$ cat src/rtl/rf_pkg.sv
package rf_pkg;
  // One-hot decode of a binary index into N select lines
  function automatic logic [63:0] onehot_of(input int unsigned idx, input int unsigned n);
    logic [63:0] v;
    v = '0;
    for (int unsigned i = 0; i < n; i++) v[i] = (idx == i);
    return v;
  endfunction

  // An enable is active only when the global enable is low and the bank matches
  function automatic logic bank_enable_n(input logic en_n, input int unsigned sel,
                                         input int unsigned mine);
    return en_n | (sel != mine);
  endfunction
endpackage

$ cat src/rtl/rf_wr_decoder.sv
module rf_wr_decoder #(
  parameter int WORDS = 4,
  localparam int AW = $clog2(WORDS)
) (
  input  logic [AW-1:0]    addr,
  input  logic             en_n,
  output logic [WORDS-1:0] sel
);
  logic [63:0] dec;
  always_comb begin
    dec = rf_pkg::onehot_of(int'(addr), WORDS);
    sel = en_n ? '0 : dec[WORDS-1:0];
  end
endmodule

$ cat src/rtl/rf_rd_port.sv
module rf_rd_port #(
  parameter int WORD_W = 4,
  parameter int WORDS  = 4,
  localparam int AW = $clog2(WORDS)
) (
  input  logic [WORDS-1:0][WORD_W-1:0] words,
  input  logic [AW-1:0]                addr,
  input  logic                         en_n,
  output logic [WORD_W-1:0]            dout
);
  always_comb begin
    dout = '1;
    if (!en_n) dout = words[addr];
  end
endmodule

$ cat src/rtl/rf_core.sv
module rf_core #(
  parameter int WORD_W = 4,
  parameter int WORDS  = 4,
  localparam int AW = $clog2(WORDS)
) (
  input  logic              clk,
  input  logic              rst,
  input  logic [AW-1:0]     wr_addr,
  input  logic [WORD_W-1:0] wr_data,
  input  logic              wr_en_n,
  input  logic [AW-1:0]     rd_addr,
  input  logic              rd_en_n,
  output logic [WORD_W-1:0] rd_data
);
  logic [WORDS-1:0]             wr_sel;
  logic [WORDS-1:0][WORD_W-1:0] mem_q;

  rf_wr_decoder #(.WORDS(WORDS)) wdec_i (
    .addr(wr_addr), .en_n(wr_en_n), .sel(wr_sel)
  );

  for (genvar w = 0; w < WORDS; w++) begin : g_word
    always_ff @(posedge clk) begin
      if (rst)            mem_q[w] <= '0;
      else if (wr_sel[w]) mem_q[w] <= wr_data;
    end
  end

  rf_rd_port #(.WORD_W(WORD_W), .WORDS(WORDS)) rport_i (
    .words(mem_q), .addr(rd_addr), .en_n(rd_en_n), .dout(rd_data)
  );
endmodule

$ cat src/rtl/rf_bank_array.sv
module rf_bank_array #(
  parameter int WORD_W    = 4,
  parameter int WORDS     = 4,
  parameter int BANK_BITS = 2,
  localparam int BANKS  = 1 << BANK_BITS,
  localparam int LAW    = $clog2(WORDS),
  localparam int ADDR_W = LAW + BANK_BITS
) (
  input  logic              clk,
  input  logic              rst,
  input  logic [ADDR_W-1:0] wr_addr,
  input  logic [WORD_W-1:0] wr_data,
  input  logic              wr_en_n,
  input  logic [ADDR_W-1:0] rd_addr,
  input  logic              rd_en_n,
  output logic [WORD_W-1:0] rd_data
);
  // Named per-bank events, visible to the checker
  logic [BANKS-1:0]             bank_wr_en_n;
  logic [BANKS-1:0]             bank_rd_en_n;
  logic [BANKS-1:0][WORD_W-1:0] bank_rd_data;
  logic [BANK_BITS-1:0]         wr_bank, rd_bank;

  assign wr_bank = wr_addr[ADDR_W-1 -: BANK_BITS];
  assign rd_bank = rd_addr[ADDR_W-1 -: BANK_BITS];

  for (genvar b = 0; b < BANKS; b++) begin : g_bank
    assign bank_wr_en_n[b] = rf_pkg::bank_enable_n(wr_en_n, int'(wr_bank), b);
    assign bank_rd_en_n[b] = rf_pkg::bank_enable_n(rd_en_n, int'(rd_bank), b);
    rf_core #(.WORD_W(WORD_W), .WORDS(WORDS)) core_i (
      .clk(clk), .rst(rst),
      .wr_addr(wr_addr[LAW-1:0]), .wr_data(wr_data), .wr_en_n(bank_wr_en_n[b]),
      .rd_addr(rd_addr[LAW-1:0]), .rd_en_n(bank_rd_en_n[b]),
      .rd_data(bank_rd_data[b])
    );
  end

  // Wired-AND of all bank outputs
  always_comb begin
    rd_data = '1;
    for (int b = 0; b < BANKS; b++) rd_data &= bank_rd_data[b];
  end
endmodule

$ cat config.mk
export PLATFORM = sky130hd
export DESIGN_NAME = rf_bank_array
export DESIGN_NICKNAME = d
export VERILOG_FILES = /design/src/rtl/rf_pkg.sv /design/src/rtl/rf_wr_decoder.sv /design/src/rtl/rf_rd_port.sv /design/src/rtl/rf_core.sv /design/src/rtl/rf_bank_array.sv
export SDC_FILE = /design/constraint.sdc
export NUM_CORES = 1
export LEC_CHECK = 0
export BUFFER_PORTS_ARGS = -buffer_cell sky130_fd_sc_hd__buf_4
export CELL_PAD_IN_SITES_DETAIL_PLACEMENT = 1
export CELL_PAD_IN_SITES_GLOBAL_PLACEMENT = 2
export CORE_MARGIN = 4
export CORE_UTILIZATION = 37
export DETAILED_ROUTE_END_ITERATION = 12
export PLACE_DENSITY_LB_ADDON = 0.1
export SYNTH_ARGS = -nofsm -noshare
export SYNTH_HDL_FRONTEND = slang
export SYNTH_SLANG_ARGS = --single-unit
$ cat constraint.sdc
create_clock -name clk -period 1.5 [get_ports clk]
set_input_delay 0.15 -clock clk [delete_from_list [all_inputs] [get_ports clk]]
set_output_delay 0.15 -clock clk [all_outputs]
set_load 0.01 [all_outputs]
Word level (Yosys, flattened, before mapping)
Cells that the tools add are included.

Bits of input ports: 16. Bits in read-only memories: 0. Bits in latches: 0. Register bits: 64. Output and inout bits: 4. RAM bits: 0. Memories: 0. Word-level logic and storage cells: 56.

$mul: 0. Muxes and demuxes: 16. Bitwise logic cells: 11. Shift-type cells: 0. Eq/ne operators: 9. Div/mod/pow operators: 0. $add $sub $neg: 0. Magnitude comparators: 1. Reduce and logical (&&, ||, !) cells: 3.

Operators by type and width (number): $mux 4 (12); $bmux 4 s2 (4); $and 4x4->4 (3); $ne 2x2->1 const B (4); $or 1x1->1 (8); $eq 2x2->1 const B (2); $ne 2x1->1 const B (2); $reduce_bool 2->1 (2); $lt 2x3->1 const B (1); $eq 2x1->1 const B (1); $logic_not 2->1 (1).

Longest topological paths before layout
Gate-level depths: netlist (run 1).

Depth in word-level cells: 6. Depth in mapped cells: 6. Mapped depth without buffers: 3.

Cells and area by module
A second synthesis (run 1) with hierarchy kept.

Cell total of the unflattened synthesis: 276. Area, all modules: 3045.4 sq um.

Modules (own cells, without submodules): rf_core (cells each 54, seq. area each 320.3 sq um, instances 4, area each 576.8 sq um); rf_rd_port (cells each 8, seq. area each 0.0 sq um, instances 4, area each 130.1 sq um); rf_wr_decoder (cells each 4, seq. area each 0.0 sq um, instances 4, area each 30.0 sq um); rf_bank_array (cells each 12, seq. area each 0.0 sq um, instances 1, area each 97.6 sq um).

Least setup slack after synthesis (run 1)
Ideal clock, no wire load.

Kind: in2out. Start point: in rd_addr[1]. End point: out rd_data[2]. Buffers on the path: 2. Setup slack: 0.254 ns. Data arrival time: 1.096 ns. Stages on the path: 5. Required time: 1.350 ns. Cell sequence: buf_6 -> buf_12 -> mux2_4 -> a221oi_2 -> o211ai_1.

Longest elaborated chain between the ends: 6. Elaborated cells on any way between the ends: 15.

Ends and longest elaborated chain: from (decl) (RTL line rf_bank_array.sv:14) `input logic [ADDR_W-1:0] rd_addr,`; $bmux 4 s2 (RTL line rf_rd_port.sv:13) `if (!en_n) dout = words[addr];`; $mux 4 (implied by the code) (RTL line rf_rd_port.sv:13); $mux 4 (RTL line rf_rd_port.sv:13); $and 4x4->4 (2 in a row) (RTL line rf_bank_array.sv:41) `for (int b = 0; b < BANKS; b++) rd_data &= bank_rd_data[b];`; $and 4x4->4 * (RTL line rf_bank_array.sv:41); to (decl) (RTL line rf_bank_array.sv:16) `output logic [WORD_W-1:0] rd_data`.

Every way passes the cells marked *; elsewhere a longest branch is shown, timed or not. The select of a mux whose other input is x is not followed.

Worst setup path after layout (run 1)
Start point: reg g_bank[3].core_i.mem_q[14] (netlist bit). End point: out rd_data[2].

Longest elaborated chain between the ends: 4.

Ends and longest elaborated chain: from (decl) (RTL line rf_core.sv:16) `logic [WORDS-1:0][WORD_W-1:0] mem_q;`; from (signal, indexed assignment) (RTL line rf_core.sv:25) `else if (wr_sel[w]) mem_q[w] <= wr_data;`; $bmux 4 s2 (RTL line rf_rd_port.sv:13); $mux 4 (implied by the code) (RTL line rf_rd_port.sv:13); $mux 4 (RTL line rf_rd_port.sv:13); $and 4x4->4 (RTL line rf_bank_array.sv:41).

Every way passes these cells. The select of a mux whose other input is x is not followed.

==> out/results.tsv, run 1 <==
metric	value	unit
status	finished, violations left	
failing checks	setup timing	
FF+latch count, synth	64	
final worst slack	-0.273	ns
max reg flops	64	
initial DRC count	151	
crit path from	g_bank[3].core_i.mem_q[14]	
postcts setup bufs	0	
GRT Total Usage	22.0	%
sequential cell area	0.00128	mm^2
synthesis-to-layout area growth	13.0	%
actual slew at the worst max-slew pin	0.658	ns
Post-Route WL	10.8	mm
Crit Path Category	reg2out	
post-synth cell types	38	
VDD IR max	0.000395	V
PwrDens	1050	mW/mm^2
max-slew violation count	0	
CP Max Fanout	2	
Leak	1.21	nW
Regs by FF count	g_bank.core_i.mem_q: 64 flops	
clk slew on worst S/H paths	0.08	ns
Hold Path Class	in2reg	
Synth Area in Adders	0	%
Worst setup EP type	output port	
max cap viols	0	
Synth Instances	375	
Reg2Reg Depth	2	
multi-input combinational cell area	0.00174	mm^2
Final Cycle Share	118	%
syn avg cell area	8.63	um^2
drt wl/cell	22.2	um
total power	3.85	mW
f_max	564	MHz
layout cells sized above 1	22.6	%
Tmin final	1.77	ns
die height	102	um
post-synthesis mux area share	11.8	%
pin count of the biggest net entering global routing	65	
CTS H-Tree Depth	3	
Residual DRC	0	
Die Wd	102	um
total die area	0.0103	mm^2
Slew headroom	56.0	%
CTS buffer count	9	
CTS sink cnt	64	
initial antenna violation count	0	
slowest CP cell	mux4_2	
clock buffer depth	2	
Startpoint Class	flip-flop	
Simple-Gate Fraction of Synth Area	17.8	%
synthesized cell area	0.00324	mm^2
NumNets Final	392	
CTS tree	done	
Post-DP Area	0.00342	mm^2
RSZ-0062 raised after global routing	true	
Starting Density	38.6	%
Worst R2R Setup Slack	0.82	ns
worst reg2reg path endpoint	g_bank[2].core_i.mem_q[6]	
commonest non-fill, non-tap cell in the layout	a21oi_1	
CP peak stage delay	0.50	ns
routed vias/inst	6.13	
Worst Path Arrival	1.62	ns
crit path to	rd_data[2]	
FP Rows	33	
finished layout cell area	0.00366	mm^2
commonest non-fill, non-tap cells in the layout	64 x a21oi_1, 61 x dfxtp_1, 58 x o21ai_0	
synthesized net count	391	
PortBufs	19	
first-pass GRT wire length	17.2	mm
WP data required	1.35	ns
total number of vias	2978	
antenna cell count	0	
Top Ports	20	
Biggest register	g_bank.core_i.mem_q	
Root Driver	clkbuf_8	
count of final hold-check violations	0	
vias in the first global route	2990	
largest family of logic cells by synthesized area	compound AO/OA/AOI/OAI gates	
# fillers	998	
reg2reg start	g_bank[2].core_i.mem_q[6]	
Clock Skews	0	ns
Syn. warnings	0	
Synth Area in Compound Gates	23.4	%
crit-path cells	mux4_2, o22ai_2, o211ai_1, buf_4	
# setup viols final	4	
routability congestion estimate	0.885	
sequential share of the synthesized area	39.6	%
post-route ant nets	0	
Post-DP HPWL	6.85	mm
GRT overflow	0	
XOR/XNOR Fraction of Synth Area	0	%
latest clock arrival within the worst-skew pair	0.33	ns
Core ar.	0.00838	mm^2
first-pass detailed-route iteration total	4	
Final Util	43.6	%
[worst min-delay path by stage]
stage / startpoint / cells after the start / slack (ns) / end
6_report: wr_data[3] / 3 / 0.20 / g_bank[0].core_i.mem_q[3]
5_1_grt: wr_data[3] / 3 / 0.20 / g_bank[0].core_i.mem_q[7]
4_1_cts: wr_data[3] / 3 / 0.18 / g_bank[2].core_i.mem_q[3]
3_5_place_dp: g_bank[1].core_i.mem_q[11] / 2 / 0.47 / g_bank[1].core_i.mem_q[11]
3_3_place_gp: g_bank[3].core_i.mem_q[2] / 2 / 0.46 / g_bank[3].core_i.mem_q[2]
2_1_floorplan: rd_en_n / 2 / 0.44 / rd_data[2]
[cells in the mapped netlist]
| master | instances | area (um^2) |
|---|---|---|
| nand2b_1 | 3 | 18.8 |
| a221oi_1 | 3 | 26.3 |
| a221oi_2 | 1 | 15.0 |
| buf_12 | 1 | 20.0 |
| nor3b_4 | 1 | 18.8 |
| nor3_2 | 2 | 20.0 |
| o21ai_1 | 10 | 50.1 |
| dfxtp_1 | 64 | 1280 |
| nand2_1 | 5 | 18.8 |
| clkbuf_1 | 23 | 86.3 |
| nor3_1 | 1 | 5.00 |
| o21ai_0 | 58 | 290 |
| nor3b_1 | 1 | 7.51 |
| mux4_1 | 2 | 52.6 |
| o22ai_1 | 4 | 25.0 |
| mux4_2 | 6 | 135 |
| mux2_2 | 11 | 124 |
| nand3_1 | 56 | 280 |
| nor2_2 | 1 | 6.26 |
| buf_2 | 12 | 60.1 |
| buf_1 | 1 | 3.75 |
| or3b_1 | 4 | 35.0 |
| mux2_4 | 4 | 60.1 |
| mux2_1 | 1 | 11.3 |
| and2_1 | 1 | 6.26 |
| and3b_1 | 2 | 17.5 |
| nand3b_1 | 3 | 22.5 |
| or2_2 | 2 | 12.5 |
| a21oi_1 | 64 | 320 |
| o211ai_1 | 4 | 30.0 |
| nor3b_2 | 2 | 25.0 |
| buf_6 | 3 | 33.8 |
| or3_1 | 2 | 12.5 |
| nor2b_1 | 3 | 18.8 |
| inv_1 | 1 | 3.75 |
| nand4_1 | 8 | 50.1 |
| buf_4 | 3 | 22.5 |
| clkbuf_2 | 2 | 10.0 |
[cell families after synthesis]
kind of cell | Yosys count
AO/OA/AOI/OAI | 144
multiplexers | 24
buffers and inverters | 46
flip-flops | 64
AND/OR/NAND/NOR | 97
[critical path: cells and delay by family (launching register included)]
family	cells	cell delay, ns
AO/OA/AOI/OAI	2	0.29
buffers and inverters	1	0.18
flip-flops	1	0.32
multiplexers	1	0.50
[per-stage QoR]
step / hold slack (ns) / setup WS [ns] / cells / setup TNS (ns)
floorplan: 0.436 / 0.254 / 375 / 0
global placement: 0.459 / -0.110 / 470 / -0.316
detailed placement: 0.467 / -0.107 / 470 / -0.258
CTS: 0.184 / -0.292 / 486 / -1.13
global route: 0.205 / -0.348 / 486 / -1.34
finish: 0.202 / -0.273 / 486 / -1.08
[power by group]
part | total (mW) | switching (mW) | internal [mW]
clock network | 1.68 | 0.700 | 0.983
registers | 1.73 | 0.0118 | 1.72
logic | 0.437 | 0.289 | 0.148
[layout make-up]
cell class	instances	area share [%]
tap	105	3.59
sequential	64	35.1
timing repair buffer	35	7.87
clock buffer	13	4.07
inverter	1	0.103
clock inverter	3	1.78
multi-input combinational	265	47.5
[timing repair]
action / CTS / global route
hold buffers: 0 / 0
gates cloned: 0 / 0
endpoints found under the setup margin: 4 / 4
resized for setup: 5 / 3
pin swaps: 0 / 2
[routing by layer]
layer | vias to the layer above | global-route usage (%) | share of wire, %
li1 | 1384 | - | -
met1 | 1507 | 33.1 | 51
met2 | 74 | 32.7 | 44
met3 | 13 | 2.82 | 3.7
met4 | 0 | 6.95 | 1.2
met5 | - | 0 | 0
No activity file was read; power rests on OpenSTA's default activity.
==> inputs of run 2 (changes only) <==
--- a/config.mk
+++ b/config.mk
@@ -8,7 +8,7 @@
 export BUFFER_PORTS_ARGS = -buffer_cell sky130_fd_sc_hd__buf_4
 export CELL_PAD_IN_SITES_DETAIL_PLACEMENT = 1
 export CELL_PAD_IN_SITES_GLOBAL_PLACEMENT = 2
-export CORE_MARGIN = 4
+export CORE_MARGIN = 1.5
 export CORE_UTILIZATION = 37
 export DETAILED_ROUTE_END_ITERATION = 12
 export PLACE_DENSITY_LB_ADDON = 0.1
==> constraint.sdc (replaced) <==
create_clock -name clk -period 2 [get_ports clk]
set_input_delay 0.2 -clock clk [delete_from_list [all_inputs] [get_ports clk]]
set_output_delay 0.2 -clock clk [all_outputs]
set_load 0.01 [all_outputs]
==> run 2 against run 1 <==
The flow now finishes without violations. Setup slack improved by 0.34 ns. Die area fell by 9.6%. Power fell by 29%. Critical path type unchanged.
==> out/results.tsv, run 2 (synthesized netlist as in run 1, its figures left out) <==
metric	value	unit	change
Tmin final	1.93	ns	
actual slew at the worst max-slew pin	0.713	ns	+0.0550 ns
CTS resizes	0		-5
hold buffer count at cts	0		unchanged
Worst setup EP type	output port		
Hold Path Class	in2reg		
CTS sink cnt	64		unchanged
GRT Total Usage	24.1	%	+2.1 points
max-slew violation count	0		unchanged
WP data required	1.80	ns	+0.45 ns
Post-Route WL	10.3	mm	-4.2%
die height	96.5	um	-4.9%
Die Wd	96.5	um	-4.9%
Hold Slack	0.244	ns	+0.0418 ns
routability congestion estimate	0.760		-14%
post-route ant nets	0		unchanged
Post-DP HPWL	6.58	mm	-3.9%
Top Ports	20		unchanged
Slew headroom	52.5	%	-3.6 points
Regs by FF count	g_bank.core_i.mem_q: 64 flops		
PwrDens	780	mW/mm^2	-26%
commonest non-fill, non-tap cells in the layout	64 x a21oi_1, 64 x dfxtp_1, 58 x o21ai_0		
Clock Skews	0	ns	unchanged
first-pass GRT wire length	16.4	mm	-4.3%
pin count of the biggest net entering global routing	65		unchanged
Startpoint Class	flip-flop		
first-pass detailed-route iteration total	4		unchanged
VDD IR max	0.000391	V	-0.97%
Residual DRC	0		unchanged
NumNets Final	382		-2.6%
Final Cycle Share	96.6	%	
Crit Path Category	reg2out		
Core ar.	0.00834	mm^2	-0.49%
layout cells sized above 1	18.6	%	-4.0 points
total power	2.74	mW	-29%
Root Driver	clkbuf_8		
placed insts	460		-2.1%
initial DRC count	127		-16%
Worst R2R Setup Slack	1.28	ns	+0.46 ns
Non-Filler Instances	476		-2.1%
Worst Path Arrival	1.73	ns	+0.11 ns
initial antenna violation count	0		unchanged
Leak	1.14	nW	-5.8%
drt wl/cell	21.7	um	-2.2%
CTS H-Tree Depth	3		unchanged
antenna cell count	0		unchanged
Fin Setup TNS	0	ns	+1.08 ns
status	finished clean		
PortBufs	19		unchanged
total number of vias	2901		-2.6%
Starting Density	38.8	%	+0.19 points
latest clock arrival within the worst-skew pair	0.34	ns	about the same
GRT overflow	0		unchanged
CP Max Fanout	2		unchanged
RSZ-0062 raised after global routing	false		
Final Util	42.2	%	-1.5 points
count of final hold-check violations	0		unchanged
# setup viols final	0		-4
CTS buffer count	9		unchanged
f_max	518	MHz	
max reg flops	64		unchanged
clk slew on worst S/H paths	0.08	ns	about the same
Biggest register	g_bank.core_i.mem_q		
CTS tree	done		
clock buffer depth	2		unchanged
total die area	0.00932	mm^2	-9.6%
vias in the first global route	2839		-5.1%
max cap viols	0		unchanged
synthesis-to-layout area growth	8.70	%	
routed vias/inst	6.09		-0.54%
FP Rows	33		unchanged
postcts setup bufs	0		unchanged
## run 2: layout make-up
type	count	area [um^2]
clock buffers	13	159
clock inverters	3	40.0
fillers	965	4820
inverters	1	3.75
multi-input cells	265	1720
flip-flops and latches	64	1280
well taps	105	131
repair buffers	25	188
## run 2: layer usage
| metal | wire length [um] | global-route usage [%] |
|---|---|---|
| met5 | 0 | 0 |
| met4 | 99 | 6.16 |
| met3 | 389 | 4.62 |
| met2 | 4860 | 37.6 |
| met1 | 4990 | 34.1 |
## run 2: final timing paths
check	end	from	cells after the start
max	rd_data[3]	g_bank[3].core_i.mem_q[7]	4
min	g_bank[3].core_i.mem_q[7]	wr_data[3]	3
max reg2reg	g_bank[3].core_i.mem_q[7]	g_bank[3].core_i.mem_q[7]	2
min reg2reg	g_bank[0].core_i.mem_q[15]	g_bank[0].core_i.mem_q[15]	2
## run 2: report_power, final
part	internal [mW]	switching, mW
Sequential	1.29	0.00925
Clock	0.641	0.508
Combinational	0.0907	0.205
Total	2.02	0.722
## run 2: metrics by stage
| stage | instance area, um^2 | setup slack (ns) |
|---|---|---|
| after global placement | 3320 | 0.244 |
| final | 3520 | 0.0685 |
| after detailed placement | 3320 | 0.244 |
| after global routing | 3520 | 0.0113 |
| after floorplan | 3240 | 0.654 |
| after CTS | 3520 | 0.0651 |
## run 2: critical path: stages (launching register included)
cell	delay [ns]
dfxtp_1	0.35
mux4_1	0.55
o22ai_1	0.23
o211ai_1	0.11
buf_4	0.16
